===== src/rtl/crc_aug_pkg.sv =====
package crc_aug_pkg;
  localparam int CRC_W = 4;
  localparam int PAD_W = CRC_W;

  typedef struct packed {
    logic loadStb;
    logic shiftStb;
  } ctrlStrb_t;

  typedef enum logic [1:0] {
    ST_IDLE  = 2'd0,
    ST_ARMED = 2'd1,
    ST_RUN   = 2'd2
  } ctrlState_t;
endpackage


===== src/rtl/crc_aug_ctrl.sv =====
module crc_aug_ctrl
  import crc_aug_pkg::*;
#(
  parameter int MSG_W = 8
) (
  input  logic      clk,
  input  logic      rstN,
  input  logic      loadIn,
  input  logic      startIn,
  output ctrlStrb_t strb,
  output logic      done
);
  localparam int SHIFTS = MSG_W + PAD_W;
  localparam int CNT_W  = $clog2(SHIFTS + 1);
  localparam logic [CNT_W-1:0] LAST_CNT = CNT_W'(SHIFTS - 1);

  ctrlState_t stateQ, stateN;
  logic [CNT_W-1:0] cntQ, cntN;
  logic doneN;

  // strobes towards the datapath
  always_comb begin
    strb.loadStb  = loadIn && (stateQ != ST_RUN);
    strb.shiftStb = (stateQ == ST_RUN);
  end

  always_comb begin
    stateN = stateQ;
    cntN   = cntQ;
    doneN  = 1'b0;
    unique case (stateQ)
      ST_IDLE: begin
        if (loadIn) stateN = ST_ARMED;
      end
      ST_ARMED: begin
        if (!loadIn && startIn) begin
          stateN = ST_RUN;
          cntN   = '0;
        end
      end
      ST_RUN: begin
        if (cntQ == LAST_CNT) begin
          stateN = ST_IDLE;
          doneN  = 1'b1;
        end else begin
          cntN = cntQ + 1'b1;
        end
      end
      default: stateN = ST_IDLE;
    endcase
  end

  always_ff @(posedge clk or negedge rstN) begin
    if (!rstN) begin
      stateQ <= ST_IDLE;
      cntQ   <= '0;
      done   <= 1'b0;
    end else begin
      stateQ <= stateN;
      cntQ   <= cntN;
      done   <= doneN;
    end
  end
endmodule


===== src/rtl/crc_aug_dpath.sv =====
module crc_aug_dpath
  import crc_aug_pkg::*;
#(
  parameter int MSG_W = 8
) (
  input  logic             clk,
  input  logic             rstN,
  input  ctrlStrb_t        strb,
  input  logic [MSG_W-1:0] msgIn,
  input  logic [CRC_W-1:0] genIn,
  output logic [CRC_W-1:0] remainder
);
  localparam int CHAIN_W = 1 + CRC_W + MSG_W + PAD_W;
  localparam int TBL_N   = 2;

  logic             ovfQ;
  logic [CRC_W-1:0] crcQ;
  logic [MSG_W-1:0] msgQ;
  logic [PAD_W-1:0] padQ;
  logic [CRC_W-1:0] genQ;

  logic [CRC_W-1:0] tbl [TBL_N];

  // entry 0 is all zeros, entry 1 the captured generator
  for (genvar e = 0; e < TBL_N; e++) begin : g_tbl
    if (e == 0) begin : g_zero
      assign tbl[e] = '0;
    end else begin : g_gen
      assign tbl[e] = genQ;
    end
  end

  logic [CHAIN_W-1:0] chainCur, chainSh;
  logic               shOvf;
  logic [CRC_W-1:0]   shCrc;
  logic [MSG_W-1:0]   shMsg;
  logic [PAD_W-1:0]   shPad;
  logic [CRC_W-1:0]   crcNext;

  always_comb begin
    chainCur = {ovfQ, crcQ, msgQ, padQ};
    chainSh  = chainCur << 1;
    {shOvf, shCrc, shMsg, shPad} = chainSh;
    crcNext  = shCrc ^ tbl[shOvf];
  end

  always_ff @(posedge clk or negedge rstN) begin
    if (!rstN) begin
      ovfQ <= 1'b0;
      crcQ <= '0;
      msgQ <= '0;
      padQ <= '0;
      genQ <= '0;
    end else if (strb.loadStb) begin
      ovfQ <= 1'b0;
      crcQ <= '0;
      msgQ <= msgIn;
      padQ <= '0;
      genQ <= genIn;
    end else if (strb.shiftStb) begin
      ovfQ <= shOvf;
      crcQ <= crcNext;
      msgQ <= shMsg;
      padQ <= shPad;
    end
  end

  assign remainder = crcQ;
endmodule


===== src/rtl/crc4_long_div.sv =====
module crc4_long_div
  import crc_aug_pkg::*;
#(
  parameter int MSG_W = 8
) (
  input  logic             clk,
  input  logic             rstN,
  input  logic             loadIn,
  input  logic             startIn,
  input  logic [MSG_W-1:0] msgIn,
  input  logic [3:0]       genIn,
  output logic             done,
  output logic [3:0]       remainder
);
  ctrlStrb_t ctrlStrb;
  logic      loadAcc;
  logic      shiftEn;

  crc_aug_ctrl #(.MSG_W(MSG_W)) u_ctrl (
    .clk     (clk),
    .rstN    (rstN),
    .loadIn  (loadIn),
    .startIn (startIn),
    .strb    (ctrlStrb),
    .done    (done)
  );

  crc_aug_dpath #(.MSG_W(MSG_W)) u_dpath (
    .clk       (clk),
    .rstN      (rstN),
    .strb      (ctrlStrb),
    .msgIn     (msgIn),
    .genIn     (genIn),
    .remainder (remainder)
  );

  assign loadAcc = ctrlStrb.loadStb;
  assign shiftEn = ctrlStrb.shiftStb;
endmodule


===== config.mk =====
export PLATFORM = sky130hd
export DESIGN_NAME = crc4_long_div
export DESIGN_NICKNAME = d
export VERILOG_FILES = /design/src/rtl/crc_aug_pkg.sv /design/src/rtl/crc_aug_ctrl.sv /design/src/rtl/crc_aug_dpath.sv /design/src/rtl/crc4_long_div.sv
export SDC_FILE = /design/constraint.sdc
export NUM_CORES = 1
export LEC_CHECK = 0
export CORE_MARGIN = 2
export CORE_UTILIZATION = 25
export DETAILED_ROUTE_END_ITERATION = 16
export GPL_ROUTABILITY_DRIVEN = 0
export PLACE_DENSITY = 0.48
export SYNTH_ARGS = -nofsm -noshare
export SYNTH_HDL_FRONTEND = slang
export SYNTH_SLANG_ARGS = --single-unit
export TNS_END_PERCENT = 50

===== constraint.sdc =====
create_clock -name clk -period 1.8 [get_ports clk]
set_input_delay 0.27 -clock clk [delete_from_list [all_inputs] [get_ports clk]]
set_output_delay 0.27 -clock clk [all_outputs]
set_load 0.02 [all_outputs]

==> impl_results.md <==
* Status: complete, no violations
* DRC violations left at 0
* Synth top area cells: dfrtp_1 48%, mux2i_1 7.6%, nand2_1 6.0%
* GR Overflow Total at 0
* PD cells at 1070 nW/µm²
* Dpl ws at 130 ps
* Clock buffer count from CTS at 3
* H-tree depth at 1
* Period utilization at 0.912
* Clock Sinks at 23
* Layout cells sized above 1 at 0.119
* Distinct cells, synth at 32
* CP top delay family: buffers and inverters
* Detailed-route via count at 882
* Vias in the first global route at 909
* DIE HEIGHT at 73.0 µm
* CTS tree: yes
* Most frequent cells in the layout: 23 x dfrtp_1, 20 x clkdlybuf4s50_1, 19 x nand2_1
* Worst skew pair latency at 270 ps
* Die X at 73.0 µm
* Synthesized area at 1190 µm²
* Max Fclk at 0.609 GHz
* TritonRoute pass-1 iters at 4
* Core area at 4660 µm²
* HP Class: input port to async pin
* Yosys top cell area share at 0.484
* Design Area, Final at 1520 µm²
* Syn_nets at 131
* Setup crit end kind: output pin
* Leading cell type in the layout, fill and taps excluded: dfrtp_1
* Total power at 1630 µW
* Fin worst setup slack at 159 ps
* Tmin final at 1640 ps
* Max_slew headroom at 0.794
* Die Area at 5320 µm²
* # diodes at 0
* Worst-Margin Slew at 309 ps
* Final hold violation count at 0
* Synth-to-layout area growth at 27.5%
* Syn avg cell area at 10.7 µm²
* Port Buffer Count at 20
* Final setup viols at 0
* Pin count of the biggest net entering global routing at 24
* Placed Area at 1460 µm²
* Top-Level Pins at 21
* Critical path required time at 1530 ps
* Lkg Pwr at 0.000678 µW
* HPWL Detailed at 1890 µm
* First-pass GRT wire length at 4400 µm
* Fin Setup TNS at 0 ps
* RSZ-0062 raised after global routing: no
* Fin nets at 156
* Arr. time, crit path at 1370 ps
* Cells after Synth at 111
* Root buf cell: clkbuf_8
* WS Path Type: flip-flop to output pin
* Global-route usage over all layers at 0.110
* Crit path cell chain: clkdlybuf4s50_1
* Synth Register Bits at 23
* VDD IR max at 0.000403 V
* Max incr delay on CP at 640 ps
* Buf/Inv on CP at 1
* Synthesis Warnings at 0
* Drt wl/cell at 13.6 µm
* Initial antenna violation count at 0
* Drt via density at 4.67
* Util after Layout at 0.325
* Worst setup SP type: flip-flop
* Sequential fraction of the synthesis area at 0.484
* Crit path max-delay cell type: clkdlybuf4s50_1
* Final clock skew at 6.53 ps
* Reg clk slew, reported paths at 90 ps
* Max-Cap Viols at 0
* Area leader, netlist: dfrtp_1
* DRT antenna net count at 0
* Initial core utilization at 0.255
* Num rows at 25
* Clk buf depth at 2
* DRC marker count from the first detailed-route iteration at 39
* Max-slew violations at 0
* Detailed Route WL at 2580 µm
* Highest net fanout along the worst path at 6
* Hold Buf Count CTS at 0
==> kinds of logic (layout without fill, tap and decap cells) <==
logic type	Yosys count	in the layout	synth area share
buf+inv	11	35	0.0442
xor+xnor	3	3	0.0221
mux	14	14	0.123
simple gates	33	33	0.142
flops	23	23	0.484
fa+ha+maj	4	4	0.0421
compound gates	23	23	0.142
==> layout make-up <==
type,instances,area (µm²)
multi-input cells,77,563
well taps,54,67.6
repair buffers,25,238
fillers,464,3150
flip-flops and latches,23,576
clock buffers,3,41.3
clock inverters,1,7.51
inverters,6,22.5
==> Yosys cell counts (all sizes together) <==
cell type / instances
nor3: 1
a32o: 1
o22ai: 3
a2bb2oi: 1
o2111ai: 1
o21ai: 8
a21boi: 1
o221ai: 2
a2111oi: 1
mux2: 5
nor2: 4
nand2b: 2
nand3b: 1
ha: 4
nand3: 1
nor3b: 2
a21oi: 2
dfrtp: 23
a221o: 1
mux2i: 9
inv: 6
nor2b: 2
and3: 1
xor2: 3
a21o: 1
a211o: 1
nand2: 19
buf: 5
==> worst reg2reg max path: cells and delay by family (launching register included) <==
family,cells,cell delay (ps)
AO/OA/AOI/OAI,1,270
flip-flops,1,410
buffers and inverters,2,180
adder cells (fa/ha/maj),1,270
multiplexers,1,360
==> final timing paths <==
kind                                 startpoint              end  slack [ps]  cells after the start
max reg2reg                    u_ctrl.stateQ[0]   u_ctrl.cntQ[0]         200                      5
min in group clk                u_dpath.genQ[2]  u_dpath.genQ[2]         500                      1
max in group asynchronous                  rstN   u_ctrl.cntQ[0]        1210                      2
max                        u_dpath.remainder[3]     remainder[3]         160                      1
min                                        rstN  u_dpath.genQ[2]         350                      2
min reg2reg                     u_dpath.genQ[2]  u_dpath.genQ[2]         500                      1
==> routing by layer <==
| layer | vias up | global-route usage | part of all wire |
|---|---|---|---|
| met5 | - | 0 | 0 |
| met4 | 0 | 0.0432 | 0.016 |
| met3 | 4 | 0.0249 | 0.027 |
| met2 | 14 | 0.179 | 0.47 |
| met1 | 426 | 0.141 | 0.48 |
| li1 | 438 | - | - |
==> sequential cells by signal (all words and copies together) (netlist names) <==
register	flops
u_ctrl.stateQ	2
u_ctrl.done	1
u_dpath.remainder	4
u_ctrl.cntQ	4
u_dpath.genQ	4
u_dpath.msgQ	8
==> what timing repair did <==
item / 4_1_cts / 5_1_grt
gates resized for setup: 0 / 1
setup buffers: 0 / 0
setup endpoints to repair: 0 / 1
==> stage by stage <==
step	hold slack, ps	std cells
final	345	189
after detailed placement	483	185
after global routing	370	189
after global placement	478	185
after CTS	354	189
after floorplan	-25.6	111
==> power by group <==
group,internal [µW],switching [µW],total [µW]
Combinational,270,297,567
Sequential,642,79.3,721
Clock,157,181,338
Total,1070,557,1630
(Power assumes the default switching activity.)
